==> src/rtl/sgi_pkg.sv <==
package sgi_pkg;
  localparam int unsigned ADDR_W = 6;
  localparam int unsigned MAX_BITS = 4;

  typedef enum logic [1:0] {
    TRIG_LEVEL = 2'd0,
    TRIG_BOTH  = 2'd1,
    TRIG_FALL  = 2'd2,
    TRIG_RISE  = 2'd3
  } trig_e;

  // register group = address[5:2], word index = address[1:0]
  localparam logic [3:0] G_CFG = 4'h0;
  localparam logic [3:0] G_EN  = 4'h1;
  localparam logic [3:0] G_TLO = 4'h2;
  localparam logic [3:0] G_THI = 4'h3;
  localparam logic [3:0] G_POL = 4'h4;
  localparam logic [3:0] G_ACK = 4'h5;
  localparam logic [3:0] G_IDN = 4'h6;
endpackage

==> src/rtl/sgi_regs.sv <==
module sgi_regs
  import sgi_pkg::*;
#(
  parameter int unsigned NPORTS = 32,
  parameter int unsigned NBITS  = 4
) (
  input  logic                          clk,
  input  logic                          rst,
  input  logic                          wr_en,
  input  logic [ADDR_W-1:0]             wr_addr,
  input  logic [NPORTS-1:0]             wr_data,
  input  logic [ADDR_W-1:0]             rd_addr,
  input  logic [NBITS-1:0][NPORTS-1:0]  ident,
  output logic [NBITS-1:0][NPORTS-1:0]  en,
  output logic [NBITS-1:0][NPORTS-1:0]  tlo,
  output logic [NBITS-1:0][NPORTS-1:0]  thi,
  output logic [NBITS-1:0][NPORTS-1:0]  pol,
  output logic [NBITS-1:0][NPORTS-1:0]  ack,
  output logic                          master,
  output logic [NPORTS-1:0]             rd_data
);
  logic [3:0] wgrp, rgrp;
  logic [1:0] widx, ridx;
  logic       widx_ok, ridx_ok;

  assign wgrp    = wr_addr[5:2];
  assign widx    = wr_addr[1:0];
  assign rgrp    = rd_addr[5:2];
  assign ridx    = rd_addr[1:0];
  assign widx_ok = (32'(widx) < NBITS);
  assign ridx_ok = (32'(ridx) < NBITS);

  always_ff @(posedge clk) begin
    if (rst) begin
      master <= 1'b0;
      en     <= '0;
      tlo    <= '0;
      thi    <= '0;
      pol    <= '0;
    end else if (wr_en && widx_ok) begin
      case (wgrp)
        G_CFG: if (widx == 2'd0) master <= wr_data[0];
        G_EN:  en[widx]  <= wr_data;
        G_TLO: tlo[widx] <= wr_data;
        G_THI: thi[widx] <= wr_data;
        G_POL: pol[widx] <= wr_data;
        default: ;
      endcase
    end
  end

  // acknowledge is a write-only pulse, one word per bit index
  for (genvar b = 0; b < NBITS; b++) begin : g_ack
    assign ack[b] = (wr_en && wgrp == G_ACK && 32'(widx) == b) ? wr_data : '0;
  end

  always_comb begin
    rd_data = '0;
    if (ridx_ok) begin
      case (rgrp)
        G_CFG: if (ridx == 2'd0) rd_data[0] = master;
        G_EN:  rd_data = en[ridx];
        G_TLO: rd_data = tlo[ridx];
        G_THI: rd_data = thi[ridx];
        G_POL: rd_data = pol[ridx];
        G_IDN: rd_data = ident[ridx];
        default: rd_data = '0;
      endcase
    end
  end
endmodule

==> src/rtl/sgi_detect.sv <==
module sgi_detect
  import sgi_pkg::*;
#(
  parameter int unsigned NPORTS = 32
) (
  input  logic              clk,
  input  logic              rst,
  input  logic              fire,
  input  logic              primed,
  input  logic [NPORTS-1:0] cur,
  input  logic [NPORTS-1:0] en,
  input  logic [NPORTS-1:0] tlo,
  input  logic [NPORTS-1:0] thi,
  input  logic [NPORTS-1:0] pol,
  input  logic [NPORTS-1:0] ack,
  output logic [NPORTS-1:0] pend
);
  logic [NPORTS-1:0] prev, raw, hit;

  for (genvar p = 0; p < NPORTS; p++) begin : g_pin
    always_comb begin
      case (trig_e'({thi[p], tlo[p]}))
        TRIG_LEVEL: raw[p] = cur[p] ^ pol[p];
        TRIG_BOTH:  raw[p] = primed & (cur[p] ^ prev[p]);
        TRIG_FALL:  raw[p] = primed & prev[p] & ~cur[p];
        default:    raw[p] = primed & ~prev[p] & cur[p];
      endcase
    end
  end

  assign hit = fire ? (raw & en) : '0;

  always_ff @(posedge clk) begin
    if (rst) begin
      prev <= '0;
      pend <= '0;
    end else begin
      if (fire) prev <= cur;
      pend <= (pend & ~ack) | hit;
    end
  end

  assert_set_on_scan_R10: assert property (@(posedge clk) disable iff (rst)
    ((pend & ~$past(pend)) != '0) |-> $past(fire));

  assert_ack_clears_R6: assert property (@(posedge clk) disable iff (rst)
    (!fire && ack != '0) |=> ((pend & $past(ack)) == '0));

  assert_no_set_disabled_R5: assert property (@(posedge clk) disable iff (rst)
    ((pend & ~$past(pend) & ~$past(en)) == '0));
endmodule

==> src/rtl/sgi_irq_out.sv <==
module sgi_irq_out #(
  parameter int unsigned NPORTS = 32,
  parameter int unsigned NBITS  = 4
) (
  input  logic                         clk,
  input  logic                         rst,
  input  logic [NBITS-1:0][NPORTS-1:0] ident,
  input  logic                         master,
  output logic                         irq
);
  logic any;
  assign any = |ident;

  always_ff @(posedge clk) begin
    if (rst) irq <= 1'b0;
    else     irq <= any & master;
  end

  assert_irq_gated_R8: assert property (@(posedge clk) disable iff (rst)
    irq |-> $past(master));

  assert_irq_source_R8: assert property (@(posedge clk) disable iff (rst)
    $rose(irq) |-> $past(any));
endmodule

==> src/rtl/sgi_ctrl.sv <==
module sgi_ctrl
  import sgi_pkg::*;
#(
  parameter int unsigned NPORTS = 32,
  parameter int unsigned NBITS  = 4
) (
  input  logic                    clk,
  input  logic                    rst,
  input  logic                    scan_valid,
  output logic                    scan_ready,
  input  logic [NBITS*NPORTS-1:0] scan_data,
  input  logic                    wr_en,
  input  logic [ADDR_W-1:0]       wr_addr,
  input  logic [NPORTS-1:0]       wr_data,
  input  logic [ADDR_W-1:0]       rd_addr,
  output logic [NPORTS-1:0]       rd_data,
  output logic                    irq
);
  logic [NBITS-1:0][NPORTS-1:0] en, tlo, thi, pol, ack, pend, ident;
  logic master, fire, primed;

  assign scan_ready = 1'b1;
  assign fire       = scan_valid;

  // edges are meaningful only once one snapshot has been taken
  always_ff @(posedge clk) begin
    if (rst)       primed <= 1'b0;
    else if (fire) primed <= 1'b1;
  end

  sgi_regs #(.NPORTS(NPORTS), .NBITS(NBITS)) u_regs (
    .clk(clk), .rst(rst), .wr_en(wr_en), .wr_addr(wr_addr), .wr_data(wr_data),
    .rd_addr(rd_addr), .ident(ident), .en(en), .tlo(tlo), .thi(thi), .pol(pol),
    .ack(ack), .master(master), .rd_data(rd_data)
  );

  for (genvar b = 0; b < NBITS; b++) begin : g_word
    sgi_detect #(.NPORTS(NPORTS)) u_det (
      .clk(clk), .rst(rst), .fire(fire), .primed(primed),
      .cur(scan_data[b*NPORTS +: NPORTS]), .en(en[b]), .tlo(tlo[b]),
      .thi(thi[b]), .pol(pol[b]), .ack(ack[b]), .pend(pend[b])
    );
    assign ident[b] = pend[b] & en[b];
  end

  sgi_irq_out #(.NPORTS(NPORTS), .NBITS(NBITS)) u_irq (
    .clk(clk), .rst(rst), .ident(ident), .master(master), .irq(irq)
  );

  initial begin
    assert_params_R1: assert (NBITS >= 1 && NBITS <= MAX_BITS && NPORTS >= 1 && NPORTS <= 32);
  end
endmodule

==> config.mk <==
export PLATFORM = sky130hd
export DESIGN_NAME = sgi_ctrl
export DESIGN_NICKNAME = d
export VERILOG_FILES = /design/src/rtl/sgi_pkg.sv /design/src/rtl/sgi_regs.sv /design/src/rtl/sgi_detect.sv /design/src/rtl/sgi_irq_out.sv /design/src/rtl/sgi_ctrl.sv
export SDC_FILE = /design/constraint.sdc
export NUM_CORES = 2
export LEC_CHECK = 0
export ABC_AREA = 1
export BUFFER_PORTS_ARGS = -buffer_cell sky130_fd_sc_hd__clkbuf_2
export CORE_ASPECT_RATIO = 1.2
export CORE_MARGIN = 3
export CORE_UTILIZATION = 55
export CTS_CLUSTER_SIZE = 25
export DETAILED_ROUTE_END_ITERATION = 10
export GPL_ROUTABILITY_DRIVEN = 1
export HOLD_SLACK_MARGIN = 0.1
export PLACE_DENSITY = 0.76
export SLEW_MARGIN = 5
export SYNTH_ARGS = -nofsm -noshare
export SYNTH_HDL_FRONTEND = slang
export SYNTH_HIERARCHICAL = 1
export SYNTH_SLANG_ARGS = --single-unit
==> constraint.sdc <==
create_clock -name clk -period 1.6 [get_ports clk]
set_clock_uncertainty 0.1 [all_clocks]
set_input_delay 0.08 -clock clk [delete_from_list [all_inputs] [get_ports clk]]
set_output_delay 0.08 -clock clk [all_outputs]
set_load 0.01 [all_outputs]
* Yosys cells after proc, flatten, opt, wreduce, memory -nomap -nowiden *
Index checks and enable logic that the tools add are counted.

word-level totals
  word-level logic and storage cells = 1,771
  bits in registers = 771

cells by class
  equal/unequal tests = 269
  mux-type cells = 155
  reductions and logical operators = 144
  order comparisons = 3
  bitwise operators = 1,173

operators with widths
  kind                                                  count
  bitwise AND 1 bit                                     641
  bitwise mux 128 bit                                   4
  2-to-1 mux 32 bit                                     14
  bitwise AND 32 bit                                    12
  case mux 1 bit (3 select lines)                       128
  binary-select mux 32 bit (select 2 bit)               5
  equality test 2 bit (second input constant)           130
  zero test 2 bit                                       130
  equality test 2 x 1 -> 1 bit (second input constant)  129
  NOT 1 bit                                             256
  XOR 1 bit                                             256
  case mux 31 bit (5 select lines)                      1
  NOT 32 bit                                            4
  OR 32 bit                                             4
  OR reduction 128 bit                                  1
  demux 32 bit (select 2 bit)                           1
  equality test 4 x 2 -> 1 bit (second input constant)  4
  equality test 4 x 3 -> 1 bit (second input constant)  4
  equality test 4 x 1 -> 1 bit (second input constant)  2
  zero test 4 bit                                       2
  AND reduction 2 bit                                   4
  logical AND 1 bit                                     6
  < comparator 2 x 3 -> 1 bit (second input constant)   2
  case mux 1 bit (6 select lines)                       1
  3 further kinds                                       3

* Logic depth before layout (Yosys ltp) *
  word-level depth = 7
  depth in mapped cells = 10

* Cells and area by module *
The synthesis kept the hierarchy.

modules (own cells, without submodules)
  module       instances  area each (um^2)  cells an instance
  sgi_regs     1          25,720.9          4,192
  sgi_detect   4          4,697.0           789
  sgi_ctrl     1          999.7             261
  sgi_irq_out  1          508.0             131

* Least setup slack after synthesis *
Ideal clock, no wire load.

  path kind = reg-to-reg
  start = reg primed
  end = reg g_word[0].u_det.pend[13]
  library setup time = 66 ps
  path slack = 198 ps
  stages on the path, launching flop included = 6
  arrival time = 1,236 ps
  data required time = 1,434 ps
  cell sequence = dfxtp_1 buf_6 nand2_1 nand2_1 nand2_1 a21oi_2

between the ends
  cells in the longest elaborated chain, start to end = 6

RTL lines
  element                                            line                                text
  start: declaration                                 sgi_ctrl.sv:20                      logic master, fire, primed;
  start signal: assignment                           sgi_ctrl.sv:27                      if (rst) primed <= 1'b0;
  start signal: assignment                           sgi_ctrl.sv:28                      else if (fire) primed <= 1'b1;
  bitwise AND 1 bit (on tied branches) (2 in a row)  sgi_detect.sv:26, sgi_detect.sv:25
  case mux 1 bit (3 select lines) (*)                sgi_detect.sv:22                    case (trig_e'({thi[p], tlo[p]}))
  bitwise AND 32 bit (*)                             sgi_detect.sv:31                    assign hit = fire ? (raw & en) : '0;
  2-to-1 mux 32 bit (*)                              sgi_detect.sv:31
  OR 32 bit (*)                                      sgi_detect.sv:39                    pend <= (pend & ~ack) | hit;
  end signal: assignment                             sgi_detect.sv:39
  end: declaration                                   sgi_detect.sv:16                    output logic [NPORTS-1:0] pend

Every way passes the cells marked *; elsewhere a longest branch is shown, timed or not.
A chain may end at the register's enable or synchronous reset.

==> reports/results.md <==
- **outcome** finished with violations
- **violated checks** negative setup slack
- **area of the mapped netlist** 46020 sq um
- **Switching Power** 0.01277 W
- **Total Die Area** 87190 sq um
- **worst hold slack** 0.08468 ns
- **reg2reg start** g_word[1].u_det/pend[1]
- **Total Power** 0.04593 W
- **classification of the worst-slack hold path** in2reg
- **data arrival time at the worst-slack endpoint** 1.90 ns
- **clock tree sinks** 771
- **part of the total power dissipated in combinational logic** 0.137
- **Top-Level Pins** 210
- **post-synthesis share of cell area spent on full adders, half adders and majority gates** 0
- **internal power consumption** 0.03316 W
- **ratio of cells with drive above 1 in the final layout** 0.1937
- **number of antenna violations at the first check in global routing** 7
- **horizontal extent of the die** 270.1 um
- **end of the worst register-to-register path** u_irq/irq
- **GPL Wtd Cong** 1.010
- **kind of critical path** reg2out
- **buffer type at the clock tree root** sky130_fd_sc_hd__clkbuf_16
- **leakage power** 26.46 nW
- **synthesis-to-finish area growth** 22.88%
- **worst setup path endpoint** rd_data[20]
- **average size of a mapped cell** 5.945 sq um
- **per-cell routed wire length** 18.67 um
- **maximum clock insertion buffer count** 3
- **post-synthesis xor/xnor area fraction** 0
- **number of distinct library cell variants in the gate-level netlist after synthesis** 26
- **post-detailed-placement half-perimeter wirelength** 118700 um
- **worst slew slack as a fraction of its limit** 0.5096
- **Worst Path Required** 1.42 ns
- **DR WL met3** 25990 um
- **R2R cell count** 12
- **total global-route track usage** 0.3806
- **highest clock rate** 480.7 MHz
- **Yosys warnings** 6
- **insertion delay to the later sink of the worst-skew pair** 0.65 ns
- **clock tree from TritonCTS** yes
- **cell taking the most area after synthesis** sky130_fd_sc_hd__dfxtp_1
- **Final Max Tran Viols** 0
- **y dimension of the die** 322.9 um
- **maximum fanout along the worst path** 3
- **Synth top area share** 0.3354
- **portion of netlist area occupied by mux cells** 0
- **pin count of the biggest net entering global routing** 103
- **post-layout minimum cycle time** 2.080 ns
- **part of the power in the clock network** 0.435
- **dominant combinational cell family by area after synthesis** simple AND/OR/NAND/NOR gates
- **Critical Path Source** u_regs/en[84]
- **setup repair after global routing missed its margin** true
- **highest metal layer used by the detailed router** met5
- **final number of setup-violating endpoints** 33
- **length of routed met2 wiring** 71110 um
- **fill count** 7173
- **remaining global-route overflow** 0
- **compound-gate portion of the synthesized area** 0.1710
- **flip-flop and latch count after synthesis** 771
- **drt via density** 5.486
- **core footprint** 82450 sq um
- **maximum ir drop on the vdd rail** 0.0009182 V
- **Initial Util** 0.5581
- **crit path setup slack, layout** -0.4805 ns
- **CP endpoint kind** primary output
- **type of origin of the critical path** register
- **Port Buffer Count** 208
- **power per cell area** 812.2 nW/um^2
- **DRC marker count from the first detailed-route iteration** 7170
- **antenna violation net count after detailed routing** 0
- **number of H-tree levels** 3
- **worst reg-to-reg setup slack** -0.07 ns
- **register clock-pin slew on the reported worst setup and hold paths** 0.07 ns
- **Tcrit/Tclk final** 1.300
- **Maximum Capacitance Violations** 0
- **count of endpoints failing hold in the final timing report** 0
- **detailed-routing iteration count for the pre-antenna-repair pass** 6
- **share of the yosys chip area belonging to registers** 0.3354
- **Net count, final** 8333
- **Sum Neg Setup Slack** -12.77 ns
- **first-pass GRT wire length** 261200 um
- **cell row count** 115
- **vias in the first global route** 45580
- **DRC Markers** 0
- **total via count in the routed design** 51230
- **Syn Inst Count** 7740
- **switching portion of total power** 0.2781
- **number of buffers created by CTS** 82
- **length of routed wiring on met1** 72190 um
- **synthesized net count** 7916
- **transition time of the tightest slew-check pin** 0.7355 ns
- **simple-gate share of the synthesized area** 0.3397
- **total detailed-routing wirelength** 174300 um
- **fraction of power consumed by sequential logic** 0.428
- **leading post-synthesis cells by cell area** sky130_fd_sc_hd__dfxtp_1 34%, sky130_fd_sc_hd__nand2_1 18%, sky130_fd_sc_hd__inv_1 11%
==> layout make-up <==
class / count / area (sq um) / share of cell area
antenna: 4 / 10.01 / 0.0001770
clock buffer: 122 / 2412 / 0.04266
clock inverter: 28 / 337.8 / 0.005974
inverter: 1341 / 5071 / 0.08968
multi-input combinational: 5230 / 24620 / 0.4354
sequential: 771 / 15840 / 0.2801
tap: 1111 / 1390 / 0.02458
timing repair buffer: 731 / 6869 / 0.1215
==> critical path: stages, from the launching register on <==
cell and delay (ns):
sky130_fd_sc_hd__dfxtp_2 0.33, sky130_fd_sc_hd__nand2_2 0.08, sky130_fd_sc_hd__inv_1 0.06, sky130_fd_sc_hd__inv_1 0.05
sky130_fd_sc_hd__nand2_1 0.06, sky130_fd_sc_hd__nand3_2 0.06, sky130_fd_sc_hd__nand2_1 0.04, sky130_fd_sc_hd__nand2_1 0.05
sky130_fd_sc_hd__nand2_1 0.06, sky130_fd_sc_hd__nor2_2 0.18, sky130_fd_sc_hd__nand2_2 0.13, sky130_fd_sc_hd__buf_6 0.14
==> Yosys cell counts, drive strengths merged <==
master  instances
a211oi        128
a21oi         516
buf           153
clkbuf        245
conb            1
dfxtp         771
inv          1341
nand2        2228
nand3         569
nand4          32
nor2         1047
nor3            4
o21ai         577
o21bai         96
or2            32
==> registers in the layout, summed over array words and instances (netlist names) <==
signal             count
g_word.u_det/pend    128
g_word.u_det/prev    128
primed                 1
u_irq/irq              1
u_regs/en            128
u_regs/master          1
u_regs/pol           128
u_regs/thi           128
u_regs/tlo           128
==> timing repair <==
item / CTS / global route
gates resized for setup: 446 / 402
endpoints found under the setup margin: 32 / 53
pin swaps: 163 / 218
hold buffers: 209 / 1
hold endpoints to repair: 770 / 1
gates cloned: 0 / 2
setup buffers: 53 / 26
==> power by group through the flow <==
stage	clock [W]	sequential, W	combinational (W)
final	0.0200	0.0197	0.00631
after global routing	0.0208	0.0197	0.00670
after CTS	0.0200	0.0197	0.00589
after detailed placement	0	0.0201	0.00530
after global placement	0	0.0201	0.00523
after floorplan	0	0.0201	0.00307
==> placed cells by master (no fill, tap or decap), types with 4 or more instances in the layout <==
master,n
sky130_fd_sc_hd__diode_2,4
sky130_fd_sc_hd__buf_12,91
sky130_fd_sc_hd__dfxtp_4,21
sky130_fd_sc_hd__a211oi_2,116
sky130_fd_sc_hd__a21oi_1,463
sky130_fd_sc_hd__o21ai_2,8
sky130_fd_sc_hd__inv_1,1222
sky130_fd_sc_hd__clkbuf_8,21
sky130_fd_sc_hd__a21oi_2,52
sky130_fd_sc_hd__or2_2,32
sky130_fd_sc_hd__nand4_1,32
sky130_fd_sc_hd__nor2_1,989
sky130_fd_sc_hd__nor2_4,9
sky130_fd_sc_hd__clkbuf_2,168
sky130_fd_sc_hd__buf_4,231
sky130_fd_sc_hd__o21ai_1,22
sky130_fd_sc_hd__inv_2,111
sky130_fd_sc_hd__o21ai_0,547
sky130_fd_sc_hd__buf_2,10
sky130_fd_sc_hd__dfxtp_2,258
sky130_fd_sc_hd__dlygate4sd3_1,196
sky130_fd_sc_hd__clkinv_2,11
sky130_fd_sc_hd__nand2_2,182
sky130_fd_sc_hd__bufinv_16,6
sky130_fd_sc_hd__a211oi_1,12
sky130_fd_sc_hd__clkbuf_16,84
sky130_fd_sc_hd__nand3_2,73
sky130_fd_sc_hd__nor2_2,49
sky130_fd_sc_hd__buf_6,28
sky130_fd_sc_hd__inv_6,11
sky130_fd_sc_hd__nand3_1,493
sky130_fd_sc_hd__dfxtp_1,492
sky130_fd_sc_hd__o21bai_1,96
sky130_fd_sc_hd__clkbuf_1,19
sky130_fd_sc_hd__nand2_1,2043
==> cells by family after synthesis <==
logic type / count (synthesis)
and+or+nand+nor: 3912
buffers and inverters: 1739
AOI/OAI and AO/OA: 1317
DFF: 771
other: 1
==> stage by stage <==
stage	utilization	cells	instance area (sq um)	worst slack, ns
after CTS	0.6742	9322	55590	-0.4597
after floorplan	-	7740	46020	0.1979
after global routing	0.6858	9338	56550	-0.5273
after global placement	0.6003	8910	49490	-0.1253
final	0.6858	9338	56550	-0.4805
after detailed placement	0.6003	8910	49490	-0.1144
==> how the worst min path moves through the flow <==
| stage | start | endpoint | cells after the start |
|---|---|---|---|
| 2_1_floorplan | rst | primed | 1 |
| 4_1_cts | wr_en | u_regs/master | 6 |
| 3_5_place_dp | rst | g_word[2].u_det/prev[11] | 2 |
| 5_1_grt | scan_valid | g_word[0].u_det/pend[10] | 6 |
| 6_report | wr_en | u_regs/thi[6] | 8 |
| 3_3_place_gp | rst | g_word[2].u_det/prev[11] | 2 |
==> routing by layer <==
| layer | vias to the layer above | track usage |
|---|---|---|
| met3 | 326 | 0.1058 |
| met2 | 3082 | 0.5464 |
| li1 | 24610 | - |
| met4 | 2 | 0.1221 |
| met1 | 23210 | 0.5502 |
| met5 | - | 0 |
(Power assumes the default switching activity.)
